<file path="config.mk">
export PLATFORM = sky130hd
export DESIGN_NAME = ptp_stamp_latch
export DESIGN_NICKNAME = d
export VERILOG_FILES = /design/src/rtl/ptp_latch_pkg.sv /design/src/rtl/ptp_rx_filter.sv /design/src/rtl/ptp_cap_slot.sv /design/src/rtl/ptp_stamp_latch.sv
export SDC_FILE = /design/constraint.sdc
export NUM_CORES = 1
export LEC_CHECK = 0
export BUFFER_PORTS_ARGS = -buffer_cell sky130_fd_sc_hd__clkbuf_2
export CAP_MARGIN = 0
export CORE_ASPECT_RATIO = 2
export CORE_UTILIZATION = 28
export DETAILED_ROUTE_END_ITERATION = 10
export GPL_TIMING_DRIVEN = 0
export PLACE_DENSITY_LB_ADDON = 0.15
export SLEW_MARGIN = 20
export SYNTH_ARGS = -nofsm -noshare
export SYNTH_HDL_FRONTEND = slang
export SYNTH_HIERARCHICAL = 1
export SYNTH_SLANG_ARGS = --single-unit
</file>
<file path="constraint.sdc">
create_clock -name clk -period 3.3 [get_ports clk]
set_input_delay 0.66 -clock clk [delete_from_list [all_inputs] [get_ports clk]]
set_output_delay 0.66 -clock clk [all_outputs]
set_load 0.01 [all_outputs]
</file>
<file path="src/rtl/ptp_latch_pkg.sv">
package ptp_latch_pkg;
  localparam int PORT_W = 16;
  localparam int ETYPE_W = 16;
  localparam int VER_W = 4;
  localparam int MSG_W = 4;
  localparam logic [ETYPE_W-1:0] ETYPE_PTP = 16'h88F7;

  typedef enum logic [1:0] {
    FLT_V1_UDP   = 2'd0,
    FLT_V2_EVENT = 2'd1,
    FLT_RSV_2    = 2'd2,
    FLT_RSV_3    = 2'd3
  } flt_mode_e;

  typedef struct packed {
    logic [ETYPE_W-1:0] ethertype;
    logic               is_udp;
    logic [PORT_W-1:0]  dport;
    logic [VER_W-1:0]   ver;
    logic [MSG_W-1:0]   msg;
  } rx_desc_t;
endpackage

</file>
<file path="src/rtl/ptp_rx_filter.sv">
module ptp_rx_filter
  import ptp_latch_pkg::*;
(
  input  flt_mode_e         mode_i,
  input  logic [PORT_W-1:0] port_cfg_i,
  input  logic [MSG_W-1:0]  v1_msg_cfg_i,
  input  logic              l2_en_i,
  input  rx_desc_t          desc_i,
  output logic              match_o
);
  logic port_hit, v1_ok, v2_type_ok, v2_path_ok;

  always_comb begin
    port_hit   = desc_i.is_udp && (desc_i.dport == port_cfg_i);
    v1_ok      = port_hit && (desc_i.ver == VER_W'(1)) && (desc_i.msg == v1_msg_cfg_i);
    v2_type_ok = (desc_i.ver == VER_W'(2)) && (desc_i.msg[MSG_W-1:2] == '0);
    v2_path_ok = port_hit || (l2_en_i && !desc_i.is_udp && (desc_i.ethertype == ETYPE_PTP));
    unique case (mode_i)
      FLT_V1_UDP:   match_o = v1_ok;
      FLT_V2_EVENT: match_o = v2_type_ok && v2_path_ok;
      default:      match_o = 1'b0;
    endcase
  end
endmodule

</file>
<file path="src/rtl/ptp_cap_slot.sv">
module ptp_cap_slot #(
  parameter int TW = 64
) (
  input  logic          clk,
  input  logic          rst_n,
  input  logic          en_i,
  input  logic          hit_i,
  input  logic          rd_hi_i,
  input  logic [TW-1:0] time_i,
  output logic          valid_o,
  output logic [TW-1:0] stamp_o
);
  logic          valid_q;
  logic [TW-1:0] stamp_q;

  always_ff @(posedge clk) begin
    if (!rst_n) begin
      valid_q <= 1'b0;
      stamp_q <= '0;
    end else if (!en_i || rd_hi_i) begin
      valid_q <= 1'b0;
    end else if (!valid_q && hit_i) begin
      valid_q <= 1'b1;
      stamp_q <= time_i;
    end
  end

  assign valid_o = valid_q;
  assign stamp_o = stamp_q;

  // a free slot captures the time of the qualifying edge
  a_r2_capture: assert property (@(posedge clk) disable iff (!rst_n)
    (!valid_q && hit_i && en_i && !rd_hi_i) |=> (valid_q && stamp_q == $past(time_i)));
  // a locked slot holds
  a_r6_hold: assert property (@(posedge clk) disable iff (!rst_n)
    (valid_q && en_i && !rd_hi_i) |=> (valid_q && $stable(stamp_q)));
  // a high-word read frees the slot
  a_r7_read_clears: assert property (@(posedge clk) disable iff (!rst_n)
    rd_hi_i |=> !valid_q);
  // disabled slot is empty
  a_r9_disable_clears: assert property (@(posedge clk) disable iff (!rst_n)
    !en_i |=> !valid_q);
endmodule

</file>
<file path="src/rtl/ptp_stamp_latch.sv">
module ptp_stamp_latch
  import ptp_latch_pkg::*;
#(
  parameter int TW = 64
) (
  input  logic          clk,
  input  logic          rst_n,
  input  logic [TW-1:0] sys_time_i,
  input  logic          rx_en_i,
  input  logic [1:0]    rx_mode_i,
  input  logic [15:0]   cfg_event_port_i,
  input  logic [3:0]    cfg_v1_msg_i,
  input  logic          cfg_l2_en_i,
  input  logic          rx_sof_i,
  input  logic [15:0]   rx_ethertype_i,
  input  logic          rx_is_udp_i,
  input  logic [15:0]   rx_udp_dport_i,
  input  logic [3:0]    rx_ptp_ver_i,
  input  logic [3:0]    rx_msg_type_i,
  input  logic          rx_rd_hi_i,
  output logic          rx_valid_o,
  output logic [TW-1:0] rx_stamp_o,
  input  logic          tx_en_i,
  input  logic          tx_sof_i,
  input  logic          tx_mark_i,
  input  logic          tx_rd_hi_i,
  output logic          tx_valid_o,
  output logic [TW-1:0] tx_stamp_o
);
  localparam int NDIR = 2;
  localparam int DIR_RX = 0;
  localparam int DIR_TX = 1;

  rx_desc_t desc;
  logic     rx_match;
  logic     rx_hit;

  assign desc.ethertype = rx_ethertype_i;
  assign desc.is_udp    = rx_is_udp_i;
  assign desc.dport     = rx_udp_dport_i;
  assign desc.ver       = rx_ptp_ver_i;
  assign desc.msg       = rx_msg_type_i;

  ptp_rx_filter u_filter (
    .mode_i       (flt_mode_e'(rx_mode_i)),
    .port_cfg_i   (cfg_event_port_i),
    .v1_msg_cfg_i (cfg_v1_msg_i),
    .l2_en_i      (cfg_l2_en_i),
    .desc_i       (desc),
    .match_o      (rx_match)
  );

  assign rx_hit = rx_sof_i && rx_match;

  logic [NDIR-1:0]         en_v, hit_v, rd_v, val_v;
  logic [NDIR-1:0][TW-1:0] stamp_v;

  assign en_v[DIR_RX]  = rx_en_i;
  assign hit_v[DIR_RX] = rx_hit;
  assign rd_v[DIR_RX]  = rx_rd_hi_i;
  assign en_v[DIR_TX]  = tx_en_i;
  assign hit_v[DIR_TX] = tx_sof_i && tx_mark_i;
  assign rd_v[DIR_TX]  = tx_rd_hi_i;

  for (genvar d = 0; d < NDIR; d++) begin : g_slot
    ptp_cap_slot #(.TW(TW)) u_slot (
      .clk     (clk),
      .rst_n   (rst_n),
      .en_i    (en_v[d]),
      .hit_i   (hit_v[d]),
      .rd_hi_i (rd_v[d]),
      .time_i  (sys_time_i),
      .valid_o (val_v[d]),
      .stamp_o (stamp_v[d])
    );
  end

  assign rx_valid_o = val_v[DIR_RX];
  assign rx_stamp_o = stamp_v[DIR_RX];
  assign tx_valid_o = val_v[DIR_TX];
  assign tx_stamp_o = stamp_v[DIR_TX];

  // reserved modes never qualify
  a_r11_reserved: assert property (@(posedge clk) disable iff (!rst_n)
    rx_mode_i[1] |-> !rx_hit);
  // only event types qualify in version-2 mode
  a_r4_event_types: assert property (@(posedge clk) disable iff (!rst_n)
    (rx_mode_i == 2'd1 && rx_hit) |-> (rx_msg_type_i < 4'd4));
  // a receive read leaves the transmit slot alone
  a_r10_independent: assert property (@(posedge clk) disable iff (!rst_n)
    (rx_rd_hi_i && tx_valid_o && tx_en_i && !tx_rd_hi_i) |=> (tx_valid_o && $stable(tx_stamp_o)));
endmodule

</file>
Word-level counts from Yosys, hierarchy flattened:

Cells that the tools add are included.

* bits of input ports: 137
* ROM bits: 0
* bits in latches: 0
* memories: 0
* register bits after elaboration: 130
* bits in writable memories: 0
* output and inout port bits: 130

* shift-type cells: 0
* divide/modulo/power cells: 0
* bitwise operators: 3
* multipliers: 0
* add/sub/neg operators: 0
* mux-type cells: 1
* order comparisons: 0
* eq/ne operators: 6
* reductions and logical operators: 25

Operators with widths (number)
* $eq 16x16->1: 1
* $eq 16x16->1 const B: 1
* $logic_and 1x1->1: 11
* $logic_not 1->1: 5
* $eq 4x1->1 const B: 1
* $eq 4x2->1 const B: 1
* $eq 4x4->1: 1
* $logic_not 2->1: 2
* $reduce_and 2->1: 2
* $reduce_or 2->1: 2
* $logic_or 1x1->1: 3
* $not 1->1: 3
* $eq 2x1->1 const B: 1
* $pmux 1 s2: 1

Longest topological paths before layout:

Gate-level depths: netlist of run 1.

* depth after elaboration: 9
* gate-level depth with buffers: 10
* gate-level depth less buffers: 8

Cells and area by module:

The synthesis of run 1 kept the hierarchy.

Modules (own cells, without submodules)
* ptp_cap_slot: times used 2, cells each 281, area each 2647.5 sq um, sequential area each 1301.2 sq um
* ptp_rx_filter: times used 1, cells each 42, area each 320.3 sq um, sequential area each 0.0 sq um
* ptp_stamp_latch: times used 1, cells each 2, area each 12.5 sq um, sequential area each 0.0 sq um

Worst setup path before layout of run 1:

Ideal clock, no wire load.

* path type: input -> register
* start point: in rx_ptp_ver_i[0]
* end point: reg g_slot[0].u_slot.stamp_q[0]
* stages: 10
* required time: 3228 ps
* arrival time: 2351 ps
* setup time: 72 ps
* setup slack: 878 ps
* path through: nor3_1 -> nand4_1 -> nor3_1 -> nand4_1 -> a221oi_1 -> and2_1 -> and4bb_1 -> buf_12 -> buf_12 -> mux2i_1

* cells in the longest elaborated chain, start to end: 7

Ends and longest elaborated chain
* from (decl): line ptp_stamp_latch.sv:18 `input logic [3:0] rx_ptp_ver_i,`
* $eq 4x2->1 or $eq 4x1->1 (tied branches): line ptp_rx_filter.sv:16, ptp_rx_filter.sv:15
* $logic_and 1x1->1, on equally long branches: line ptp_rx_filter.sv:16, ptp_rx_filter.sv:15
* $logic_and 1x1->1, on equally long branches: line ptp_rx_filter.sv:20, ptp_rx_filter.sv:15
* $pmux 1 s2 (*): line ptp_rx_filter.sv:18 `unique case (mode_i)`
* net rx_match: line ptp_stamp_latch.sv:35 `logic rx_match;`
* $logic_and 1x1->1 (*): line ptp_stamp_latch.sv:53 `assign rx_hit = rx_sof_i && rx_match;`
* net hit_v[0]: line ptp_stamp_latch.sv:55 `logic [NDIR-1:0] en_v, hit_v, rd_v, val_v;`
* $logic_and 1x1->1 (*): line ptp_cap_slot.sv:22 `end else if (!valid_q && hit_i) begin`
* $reduce_and 2->1 (no source line) (*)
* to (signal assigned): line ptp_cap_slot.sv:24 `stamp_q <= time_i;`
* to (decl): line ptp_cap_slot.sv:14 `logic [TW-1:0] stamp_q;`

Mark *: on every way through the listed nets, which the timed path passes. The rest lies on a longest branch.
A chain may end at the register's enable or synchronous reset.

Worst setup path after layout of run 1:

* start point: in cfg_event_port_i[10]
* end point: reg g_slot[0].u_slot.stamp_q[12]

* cells in the longest elaborated chain, start to end: 8

Ends and longest elaborated chain
* from (decl): line ptp_stamp_latch.sv:11 `input logic [15:0] cfg_event_port_i,`
* $eq 16x16->1 (*): line ptp_rx_filter.sv:14 `port_hit = desc_i.is_udp && (desc_i.dport == port_cfg_i);`
* $logic_and 1x1->1 (*): line ptp_rx_filter.sv:14
* $logic_or 1x1->1 or $logic_and 1x1->1 (tied branches): line ptp_rx_filter.sv:17, ptp_rx_filter.sv:15
* $logic_and 1x1->1, on equally long branches: line ptp_rx_filter.sv:20, ptp_rx_filter.sv:15
* $pmux 1 s2 (*): line ptp_rx_filter.sv:18
* net rx_match: line ptp_stamp_latch.sv:35
* $logic_and 1x1->1 (*): line ptp_stamp_latch.sv:53
* net hit_v[0]: line ptp_stamp_latch.sv:55
* $logic_and 1x1->1 (*): line ptp_cap_slot.sv:22
* $reduce_and 2->1 (no source line) (*)

Marks and branches as above.

==> results of run 1 <==
-- metal layers --
layer,part of all wire (%),up-vias
li1,-,2547
met1,35,2264
met2,58,191
met3,5.2,19
met4,2.2,0
met5,0,-
-- worst register-to-register path: stages, from the launching register on --
cell,delay [ps]
dfxtp_1,330
and4bb_1,310
buf_12,190
buf_12,160
mux2i_1,200
-- sequential cells by signal, summed over array words and instances, names as in the netlist --
signal                 cells
g_slot.u_slot/valid_o      2
g_slot.u_slot/stamp_o    128
-- layout by cell type, fill, tap and decap left out, drive strengths merged, types with 4 or more instances in the layout --
master  netlist  layout
bufinv        0       4
nand4         6       6
dfxtp       130     130
and4bb        4       4
xnor2        16      16
clkbuf       22     308
mux2i       128     128
nand2       257     257
buf          20      20
-- area by class of cell --
cell class,instances,area share (%)
multi-input combinational,432,33.23
sequential,130,32.94
timing repair buffer,265,16.79
clock buffer,21,5.828
buffer,42,4.973
tap,262,4.150
clock inverter,10,1.996
inverter,2,0.09503
-- cells by family after synthesis --
logic type	share of synthesized area (%)
simple gates	20.68
mux	22.77
buf+inv	7.114
compound gates	0.4003
flops	46.24
xor+xnor	2.801
-- how the worst max path moves through the flow --
stage	startpoint	endpoint
final	cfg_event_port_i[10]	g_slot[0].u_slot/stamp_o[12]$_SDFFE_PN0P_
after CTS	cfg_event_port_i[10]	g_slot[0].u_slot/stamp_o[12]$_SDFFE_PN0P_
after floorplan	rx_ptp_ver_i[0]	g_slot[0].u_slot/stamp_o[0]$_SDFFE_PN0P_
after detailed placement	cfg_event_port_i[10]	g_slot[0].u_slot/stamp_o[12]$_SDFFE_PN0P_
after global routing	cfg_event_port_i[10]	g_slot[0].u_slot/stamp_o[17]$_SDFFE_PN0P_
after global placement	cfg_event_port_i[10]	g_slot[0].u_slot/stamp_o[25]$_SDFFE_PN0P_
-- power groups by stage --
stage,clock network (mW),logic (mW),registers (mW)
floorplan,0,0.139,1.64
global placement,0,0.307,1.63
detailed placement,0,0.307,1.63
CTS,2.06,0.308,1.60
global route,2.13,0.335,1.60
finish,2.01,0.301,1.60
-- stage by stage --
stage / std cells / total power, mW / setup slack (ps)
floorplan: 606 / 1.777 / 877.5
global placement: 1133 / 1.937 / 209.6
detailed placement: 1133 / 1.937 / 172.0
CTS: 1164 / 3.969 / 622.9
global route: 1164 / 4.064 / 466.7
finish: 1164 / 3.902 / 700.7
==> results by group, run 1 <==
Place
  – Gpl congestion: 0.8369
  – Port buffer count: 265
  – Post-DP HPWL: 13940 um
  – Cell Area, Placed: 7282 sq um

Critical path
  – Data arrival, critical path: 2940 ps
  – Largest fanout on the critical path: 10
  – Reg-to-reg endpoint: g_slot[0].u_slot/stamp_o[12]$_SDFFE_PN0P_
  – Worst Setup Path Type: input port to flip-flop
  – CP peak stage delay: 430 ps
  – Crit path top cell by count: buf_12
  – Internal reg-to-reg setup slack: between 2000 and 2500 ps
  – R2R Path Start: g_slot[0].u_slot/valid_o$_SDFFE_PP0P_
  – Crit. End Element: flip-flop
  – Critical Path Source Type: input port
  – R2r worst-path depth: 4
  – Crit-path leading delay family: simple AND/OR/NAND/NOR gates
  – Worst Path Required: 3640 ps
  – Max stage delay cell, worst path: nor4_1
  – WP depth: 11
  – CP Cell Sequence: clkbuf_2 -> xnor2_1 -> nand4_1 -> nor4_1 -> nand3_1 -> a221oi_1 -> and2_1 -> and4bb_1 -> buf_12 -> buf_12 -> mux2i_1
  – CP Buf/Inv Count: 3

Global route
  – Largest net degree at the start of global routing: 17
  – First-pass GRT wire length: approximately 26000 um
  – Vias in the first global route: between 4000 and 5000
  – Antenna violations before repair: 0
  – Grt total ovfl: 0
  – Tot GR Track Use: between 15 and 20%
  – Met2 Use GR: between 30% and 40%
  – Most Crowded Layer GR: met2
  – Met1 usage: 16.23%
  – Met3 Use GR: 5.129%

Power
  – Psw: 0.8838 mW
  – Sequential share of power: roughly two fifths
  – P_int: 3.018 mW
  – Peak supply drop: 0.2091 mV
  – PwrDens: 493.9 nW/um^2
  – Clk pwr share: 51.4%
  – Static leakage: approximately 3.4 nW
  – Switch share: 22.65%
  – Comb pwr share: 7.7%

Hold path
  – Hold path depth: 2
  – Tightest Hold Check Type: flip-flop to flip-flop
  – Beginning of the worst hold path: g_slot[0].u_slot/stamp_o[45]$_SDFFE_PN0P_
  – Worst Hold End: g_slot[0].u_slot/stamp_o[45]$_SDFFE_PN0P_

Final layout
  – Filler cell count: 2090
  – Post-route cell area: 7900 sq um
  – N_diodes: 0
  – Multi-input logic area: 2625 sq um
  – Core Util, Final: between 30% and 40%
  – Count of nets after finishing: approximately 1000
  – Layout Area Growth over Synthesis: 40.37%
  – Layout cells sized above 1: 35.25%
  – Register area: between 2000 and 3000 sq um

Logic synthesis
  – Ys flop type: dfxtp_1
  – Synthesized cell area: between 5000 and 6000 sq um
  – FF+latch count, synth: 130
  – Synth warn: 6
  – Library cell with the highest instance count after synthesis: nand2_1
  – Post-Syn Nets: 743
  – Synth async-reset ratio: 0%
  – Post-synth top cells: 257 x nand2_1, 130 x dfxtp_1, 128 x mux2i_1, 22 x clkbuf_1, 16 x xnor2_1
  – Share of Yosys cell area claimed by the top area cell type: between 40% and 50%
  – Cells after Synth: 606
  – Register area share after synthesis: between 40% and 50%
  – Post-Syn Area per Cell: 9.287 sq um
  – Top cells by area, synth: dfxtp_1 46%, mux2i_1 23%, nand2_1 17%
  – Post-synth EDFFs: 0
  – Most area-hungry cell type in the Yosys netlist: dfxtp_1
  – Cell variety after synth: 24

Clock tree
  – Clock buffer depth: 2
  – Hold_buf cts: 0
  – Skew-Pair Late Insertion Delay: 430 ps
  – CTS resizes: 0
  – Clock Sink Count: 130
  – CTS Root Cell: clkbuf_16
  – Reg clk slew, reported paths: 50 ps
  – H-tree levels: 4
  – TritonCTS clock tree: yes
  – Cts bufs inserted: 17
  – Post-CTS Setup Inserts: 0

Drt
  – Residual DRC: 0
  – Routed Antenna Nets: 0
  – Wire length per cell: between 15 and 20 um
  – Vias: 5021
  – DRT Pass-1 Iters: 4
  – Final wirelength: 17720 um
  – Drt first-iter violations: 140
  – Via/cell ratio: 4.314

STA
  – RSZ-0062 raised after global routing: no
  – Final hold vios: 0
  – Layout Skew: 8.373 ps
  – Finish-stage setup viols: 0
  – Worst rel slew slack: 62.98%
  – Worst-Margin Slew: about 560 ps
  – Fmax: 384.7 MHz
  – Minimum clock period: 2599 ps
  – Setup TNS: 0 ps
  – Fin crit share: 78.77%
  – Final slew viol count: 0
  – WHS: 454.5 ps

Die
  – # IOs: about 270
  – Initial Util: between 20 and 30%
  – Core ar.: about 20000 sq um
  – Die Y-Extent: 202.5 um
  – Die Width: 102.3 um
  – FP Rows: between 70 and 80
  – Die Area: 20710 sq um

Run
  – Max Cap Viol: 0

Status
  – Outcome: complete, no violations
(Power assumes the default switching activity.)
==> run 2: changes to the inputs <==
==> constraint.sdc (replaced) <==
create_clock -name clk -period 2.35 [get_ports clk]
set_input_delay 0.47 -clock clk [delete_from_list [all_inputs] [get_ports clk]]
set_output_delay 0.47 -clock clk [all_outputs]
set_load 0.01 [all_outputs]
==> run 2 against run 1 <==
Net effect: non-clock buffer count up 15; largest cell class unchanged; largest power group unchanged; flip-flop and latch count is the same; the run now ends with setup timing left; die area stayed put; clock skew about the same; cell area grew 3.8%; count of clock-buffer cells in the layout unchanged.
==> results by group, run 2 (synthesis gave the netlist of run 1 again) <==
Status
  – Outcome: finished, violations left
  – Failing checks: setup timing

Drt
  – Residual DRC: 0 (unchanged)
  – Final wirelength: 18270 um (+3.1%)
  – DRT Pass-1 Iters: 4 (unchanged)
  – Vias: 5088 (+1.3%)
  – Wire length per cell: 15.50 um (+1.8%)
  – Routed Antenna Nets: 0 (unchanged)
  – Via/cell ratio: 4.316 (about the same)
  – Drt first-iter violations: 141 (+0.71%)

STA
  – Worst rel slew slack: 65.13% (+2.1 points)
  – Setup TNS: -851.1 ps (-851.1 ps)
  – Layout Skew: 8.601 ps (+0.2281 ps)
  – Fmax: 418.0 MHz
  – WHS: 283.8 ps (-170.7 ps)
  – Fin crit share: 101.8%
  – RSZ-0062 raised after global routing: yes
  – Final slew viol count: 0 (unchanged)
  – Final hold vios: 0 (unchanged)
  – Finish-stage setup viols: 48 (+48)
  – Final Worst Setup Slack: -42.50 ps (-743.2 ps)
  – Worst-Margin Slew: 523.1 ps (-32.24 ps)
  – Minimum clock period: 2393 ps

Clock tree
  – Cts bufs inserted: 17 (unchanged)
  – Clock buffer depth: 2 (unchanged)
  – H-tree levels: 4 (unchanged)
  – Clock Sink Count: 130 (unchanged)
  – Skew-Pair Late Insertion Delay: 420 ps (about the same)
  – CTS Root Cell: clkbuf_16
  – TritonCTS clock tree: yes
  – Reg clk slew, reported paths: 60 ps (about the same)
  – Hold_buf cts: 0 (unchanged)

Critical path
  – Worst Setup Path Type: input port to flip-flop
  – Largest fanout on the critical path: 5 (-5)
  – R2R Path Start: g_slot[0].u_slot/valid_o$_SDFFE_PP0P_
  – Internal reg-to-reg setup slack: 1040 ps (-990 ps)
  – Crit. End Element: flip-flop
  – Worst Path Required: 2700 ps (-940 ps)
  – Data arrival, critical path: 2740 ps (-200 ps)
  – R2r worst-path depth: 5 (+1)
  – Critical Path Source Type: input port
  – Reg-to-reg endpoint: g_slot[0].u_slot/stamp_o[3]$_SDFFE_PN0P_

Hold path
  – Tightest Hold Check Type: input port to flip-flop
  – Hold path depth: 3 (+1)
  – Worst Hold End: g_slot[1].u_slot/stamp_o[39]$_SDFFE_PN0P_
  – Beginning of the worst hold path: sys_time_i[39]

Final layout
  – Filler cell count: 2072 (-0.86%)
  – Post-route cell area: 8198 sq um (+3.8%)
  – Register area: 2603 sq um (unchanged)
  – Layout cells sized above 1: 36.86% (+1.6 points)
  – Commonest non-fill, non-tap cell in the layout: clkbuf_2
  – Most frequent cells in the layout: 263 x clkbuf_2, 257 x nand2_1, 130 x dfxtp_1
  – Largest register FFs: 128 (unchanged)
  – Multi-input logic area: 2660 sq um (+1.3%)
  – Core Util, Final: 41.36% (+1.5 points)
  – Layout Area Growth over Synthesis: 45.66%
  – N_diodes: 0 (unchanged)
  – Finished Layout Cells: 1179 (+1.3%)
  – Count of nets after finishing: 1042 (+1.5%)

Place
  – Cell Area, Placed: 7282 sq um (unchanged)
  – Pre-CTS WS: -588.0 ps (-760.0 ps)
  – Port buffer count: 265 (unchanged)
  – Inst Count DP: 1133 (unchanged)
  – Post-DP HPWL: 13940 um (unchanged)
  – Gpl congestion: 0.8369 (unchanged)

Die
  – Core ar.: 19820 sq um (unchanged)
  – Die Width: 102.3 um (unchanged)
  – Initial Util: 28.39% (unchanged)
  – Die Area: 20710 sq um (unchanged)
  – FP Rows: 73 (unchanged)
  – Die Y-Extent: 202.5 um (unchanged)
  – # IOs: 267 (unchanged)

Power
  – PwrDens: 668.7 nW/um^2 (+35%)
  – Power Total: 5.482 mW (+40%)
  – Static leakage: 3.568 nW (+4.1%)
  – Peak supply drop: 0.2935 mV (+40%)

Run
  – Max Cap Viol: 0 (unchanged)

Global route
  – Vias in the first global route: 4989 (-0.040%)
  – Largest net degree at the start of global routing: 17 (unchanged)
  – First-pass GRT wire length: 26430 um (-0.15%)
  – Tot GR Track Use: 17.64% (-0.021 points)
  – Antenna violations before repair: 0 (unchanged)
  – Grt total ovfl: 0 (unchanged)
[run 2: cell count changes in the layout (fill, tap and decap cells not counted), moves of 2 or more]
| cell | before | now |
|---|---|---|
| xnor2_2 | 0 | 3 |
| buf_6 | 0 | 2 |
| xnor2_1 | 16 | 13 |
| buf_12 | 14 | 16 |
| clkbuf_16 | 17 | 23 |
| buf_4 | 0 | 6 |
| clkbuf_2 | 265 | 263 |
[run 2: area by class of cell]
type	count	area share [%]
Clock buffer	21	5.617
Timing Repair Buffer	280	19.38
Buffer	42	4.792
Tap cell	262	3.999
Clock inverter	10	1.923
Inverter	2	0.09158
Sequential cell	130	31.75
Multi-Input combinational cell	432	32.45
[run 2: repair_timing]
action                     4_1_cts  5_1_grt
pin swaps                        1        8
gates cloned                     0        6
setup buffers                    0        9
setup endpoints to repair       60       60
resized for setup                1       11
[run 2: metal layers]
metal / track usage, % / share of wire, % / up-vias
li1: - / - / 2575
met1: 16.17 / 34 / 2316
met4: 7.245 / 1.5 / 0
met3: 5.129 / 4.8 / 12
met5: 0 / 0 / -
met2: 34.54 / 60 / 185
[run 2: power breakdown]
part           total [mW]  switching [mW]  internal, mW
combinational       0.430           0.233         0.197
clock                2.81           0.992          1.82
sequential           2.24          0.0124          2.23
[run 2: how the worst max path moves through the flow]
| stage | startpoint | end | cells past startpoint |
|---|---|---|---|
| 6_report | cfg_event_port_i[5] | g_slot[0].u_slot/stamp_o[3]$_SDFFE_PN0P_ | 12 |
| 2_1_floorplan | rx_ptp_ver_i[0] | g_slot[0].u_slot/stamp_o[0]$_SDFFE_PN0P_ | 10 |
| 4_1_cts | cfg_event_port_i[10] | g_slot[0].u_slot/stamp_o[12]$_SDFFE_PN0P_ | 11 |
| 5_1_grt | cfg_event_port_i[1] | g_slot[0].u_slot/stamp_o[27]$_SDFFE_PN0P_ | 12 |
| 3_5_place_dp | cfg_event_port_i[10] | g_slot[0].u_slot/stamp_o[12]$_SDFFE_PN0P_ | 11 |
| 3_3_place_gp | cfg_event_port_i[10] | g_slot[0].u_slot/stamp_o[25]$_SDFFE_PN0P_ | 11 |
[run 2: critical path, cell delays in order]
cell and delay, ps:
clkbuf_2 100, xnor2_2 150, nand4_1 170, nor4_2 370
nand3_1 170, a221oi_2 290, and2_1 170, and4bb_1 250
buf_12 140, buf_4 140, clkbuf_16 150, mux2i_1 170
==> run 3: changes to the inputs <==
--- a/config.mk
+++ b/config.mk
@@ -12,6 +12,7 @@
 export DETAILED_ROUTE_END_ITERATION = 10
 export GPL_TIMING_DRIVEN = 0
 export PLACE_DENSITY_LB_ADDON = 0.15
+export REMOVE_ABC_BUFFERS = 1
 export SLEW_MARGIN = 20
 export SYNTH_ARGS = -nofsm -noshare
 export SYNTH_HDL_FRONTEND = slang
==> run 3 against run 2 <==
Net effect: the run now ends clean; maximum frequency increased by 5.2%; clock skew about the same; total power increased by 4.4%; global-route usage decreased by 1.9 points; non-clock buffer count decreased by 43; clock power increased by 9.3%; critical path type unchanged.
==> results by group, run 3 (synthesis gave the netlist of run 1 again) <==
Critical path
  – R2R Path Start: g_slot[1].u_slot/valid_o$_SDFFE_PP0P_
  – CP peak stage delay: 270 ps (-100 ps)
  – Crit. End Element: flip-flop
  – Internal reg-to-reg setup slack: 910 ps (-130 ps)
  – CP Buf/Inv Count: 3 (-1)
  – Max stage delay cell, worst path: xnor2_1
  – Largest fanout on the critical path: 9 (+4)
  – Reg-to-reg endpoint: g_slot[1].u_slot/stamp_o[22]$_SDFFE_PN0P_
  – Data arrival, critical path: 2630 ps (-110 ps)
  – Crit-path leading delay family: simple AND/OR/NAND/NOR gates
  – Critical Path Source Type: input port
  – CP Cell Sequence: clkbuf_2 -> xnor2_1 -> nand3_1 -> nor4_4 -> nand3_1 -> a221oi_2 -> and2_4 -> and4bb_4 -> buf_12 -> clkbuf_16 -> mux2i_1
  – Worst Path Required: 2700 ps (about the same)
  – R2r worst-path depth: 3 (-2)
  – Crit path top cell by count: nand3_1
  – Worst Setup Path Type: input port to flip-flop

Power
  – PwrDens: 720.4 nW/um^2 (+7.7%)
  – Static leakage: 3.455 nW (-3.2%)
  – Peak supply drop: 0.3497 mV (+19%)
  – Power Total: 5.722 mW (+4.4%)

Drt
  – Wire length per cell: 14.57 um (-6.0%)
  – DRT Pass-1 Iters: 4 (unchanged)
  – Drt first-iter violations: 118 (-16%)
  – Via/cell ratio: 4.378 (+1.4%)
  – Vias: 4982 (-2.1%)
  – Routed Antenna Nets: 0 (unchanged)
  – Final wirelength: 16580 um (-9.3%)
  – Residual DRC: 0 (unchanged)

Clock tree
  – TritonCTS clock tree: yes
  – Reg clk slew, reported paths: 60 ps (about the same)
  – Cts bufs inserted: 17 (unchanged)
  – H-tree levels: 4 (unchanged)
  – Skew-Pair Late Insertion Delay: 430 ps (about the same)
  – Clock Sink Count: 130 (unchanged)
  – Clock buffer depth: 2 (unchanged)
  – CTS Root Cell: clkbuf_16

Status
  – Outcome: complete, no violations

Die
  – Die Area: 20710 sq um (unchanged)
  – Initial Util: 28.39% (unchanged)
  – # IOs: 267 (unchanged)
  – Core ar.: 19820 sq um (unchanged)
  – Die Width: 102.3 um (unchanged)
  – Die Y-Extent: 202.5 um (unchanged)
  – FP Rows: 73 (unchanged)

Run
  – Max Cap Viol: 0 (unchanged)

Global route
  – Grt total ovfl: 0 (unchanged)
  – Antenna violations before repair: 0 (unchanged)
  – First-pass GRT wire length: 23850 um (-9.8%)
  – Tot GR Track Use: 15.70% (-1.9 points)
  – Vias in the first global route: 4769 (-4.4%)
  – Largest net degree at the start of global routing: 126 (+109)

STA
  – Minimum clock period: 2274 ps (-118.7 ps)
  – Layout Skew: 8.606 ps (+0.004860 ps)
  – Final slew viol count: 0 (unchanged)
  – Fin crit share: 96.76% (-5.0 points)
  – WHS: 277.1 ps (-6.702 ps)
  – Finish-stage setup viols: 0 (-100%)
  – Worst rel slew slack: 68.03% (+2.9 points)
  – Setup TNS: 0 ps (+851.1 ps)
  – RSZ-0062 raised after global routing: yes
  – Final Worst Setup Slack: 76.16 ps (+118.7 ps)
  – Fmax: 439.8 MHz (+5.2%)
  – Worst-Margin Slew: 479.6 ps (-43.52 ps)
  – Final hold vios: 0 (unchanged)

Final layout
  – Commonest non-fill, non-tap cell in the layout: clkbuf_2
  – N_diodes: 0 (unchanged)
  – Most frequent cells in the layout: 262 x clkbuf_2, 257 x nand2_1, 130 x dfxtp_1
  – Core Util, Final: 40.08% (-1.3 points)
  – Post-route cell area: 7944 sq um (-3.1%)
  – Count of nets after finishing: 1000 (-4.0%)
  – Layout Area Growth over Synthesis: 41.15%
  – Largest register FFs: 128 (unchanged)
  – Layout cells sized above 1: 36.76% (-0.10 points)
  – Finished Layout Cells: 1138 (-3.5%)

Place
  – Inst Count DP: 1098 (-3.1%)
  – Pre-CTS WS: -898.6 ps (-310.6 ps)
  – Post-DP HPWL: 11770 um (-16%)
  – Gpl congestion: 0.8014 (-4.2%)
  – Cell Area, Placed: 7046 sq um (-3.2%)
  – Port buffer count: 266 (+0.38%)

Hold path
  – Worst Hold End: g_slot[1].u_slot/stamp_o[61]$_SDFFE_PN0P_
  – Hold path depth: 3 (unchanged)
  – Tightest Hold Check Type: input port to flip-flop
  – Beginning of the worst hold path: sys_time_i[61]
==> run 3: changes by cell type in the layout (fill, tap and decap cells not counted), moves of 3 or more <==
cell       change
buf_12        -11
clkbuf_1      -23
buf_2          -6
clkinv_4       +3
buf_4          -5
clkbuf_16      -3
==> run 3: area by class of cell <==
type	count	area [sq um]
fillers	2132	11880
multi-input cells	433	2695
flip-flops and latches	130	2603
repair buffers	279	1627
clock buffers	20	456.7
well taps	262	327.8
clock inverters	12	227.7
inverters	2	7.507
==> run 3: worst max-delay path by stage <==
stage,start,to,slack [ps],cells after the start
global placement,cfg_event_port_i[4],g_slot[0].u_slot/stamp_o[56]$_SDFFE_PN0P_,-3520,9
floorplan,rx_ptp_ver_i[0],g_slot[0].u_slot/stamp_o[0]$_SDFFE_PN0P_,-1750,8
finish,cfg_event_port_i[2],g_slot[0].u_slot/stamp_o[62]$_SDFFE_PN0P_,80,11
CTS,cfg_event_port_i[14],g_slot[0].u_slot/stamp_o[5]$_SDFFE_PN0P_,40,10
detailed placement,cfg_event_port_i[4],g_slot[0].u_slot/stamp_o[5]$_SDFFE_PN0P_,-900,10
global route,rx_udp_dport_i[4],g_slot[0].u_slot/stamp_o[10]$_SDFFE_PN0P_,-50,11
==> run 3: what timing repair did <==
| item | CTS | global route |
|---|---|---|
| setup endpoints to repair | 64 | 58 |
| cloned | 1 | 4 |
| hold buffers | 0 | 0 |
| buffers inserted | 1 | 2 |
| gates resized for setup | 4 | 12 |
| pin swaps | 1 | 6 |
==> run 3: worst reg2reg max path, cell delays in order (launching register included) <==
cell and delay (ps):
dfxtp_1 320, and4bb_4 520, buf_12 270, mux2i_1 250
==> run 3: power by group <==
part,leakage [nW],internal [mW],total [mW],switching [mW]
Sequential,1.05,2.23,2.24,0.0121
Clock,0.331,2.05,3.07,1.02
Combinational,2.08,0.193,0.410,0.217
Total,3.46,4.47,5.72,1.25
==> run 3: per-layer routing <==
metal	GRT usage, %	part of all wire [%]	routed length, um	vias up
met3	4.165	4.6	764	27
met5	0	0	0	-
met2	31.09	59	9778	182
met1	13.45	34	5584	2280
met4	8.520	2.7	448	0
li1	-	-	-	2493
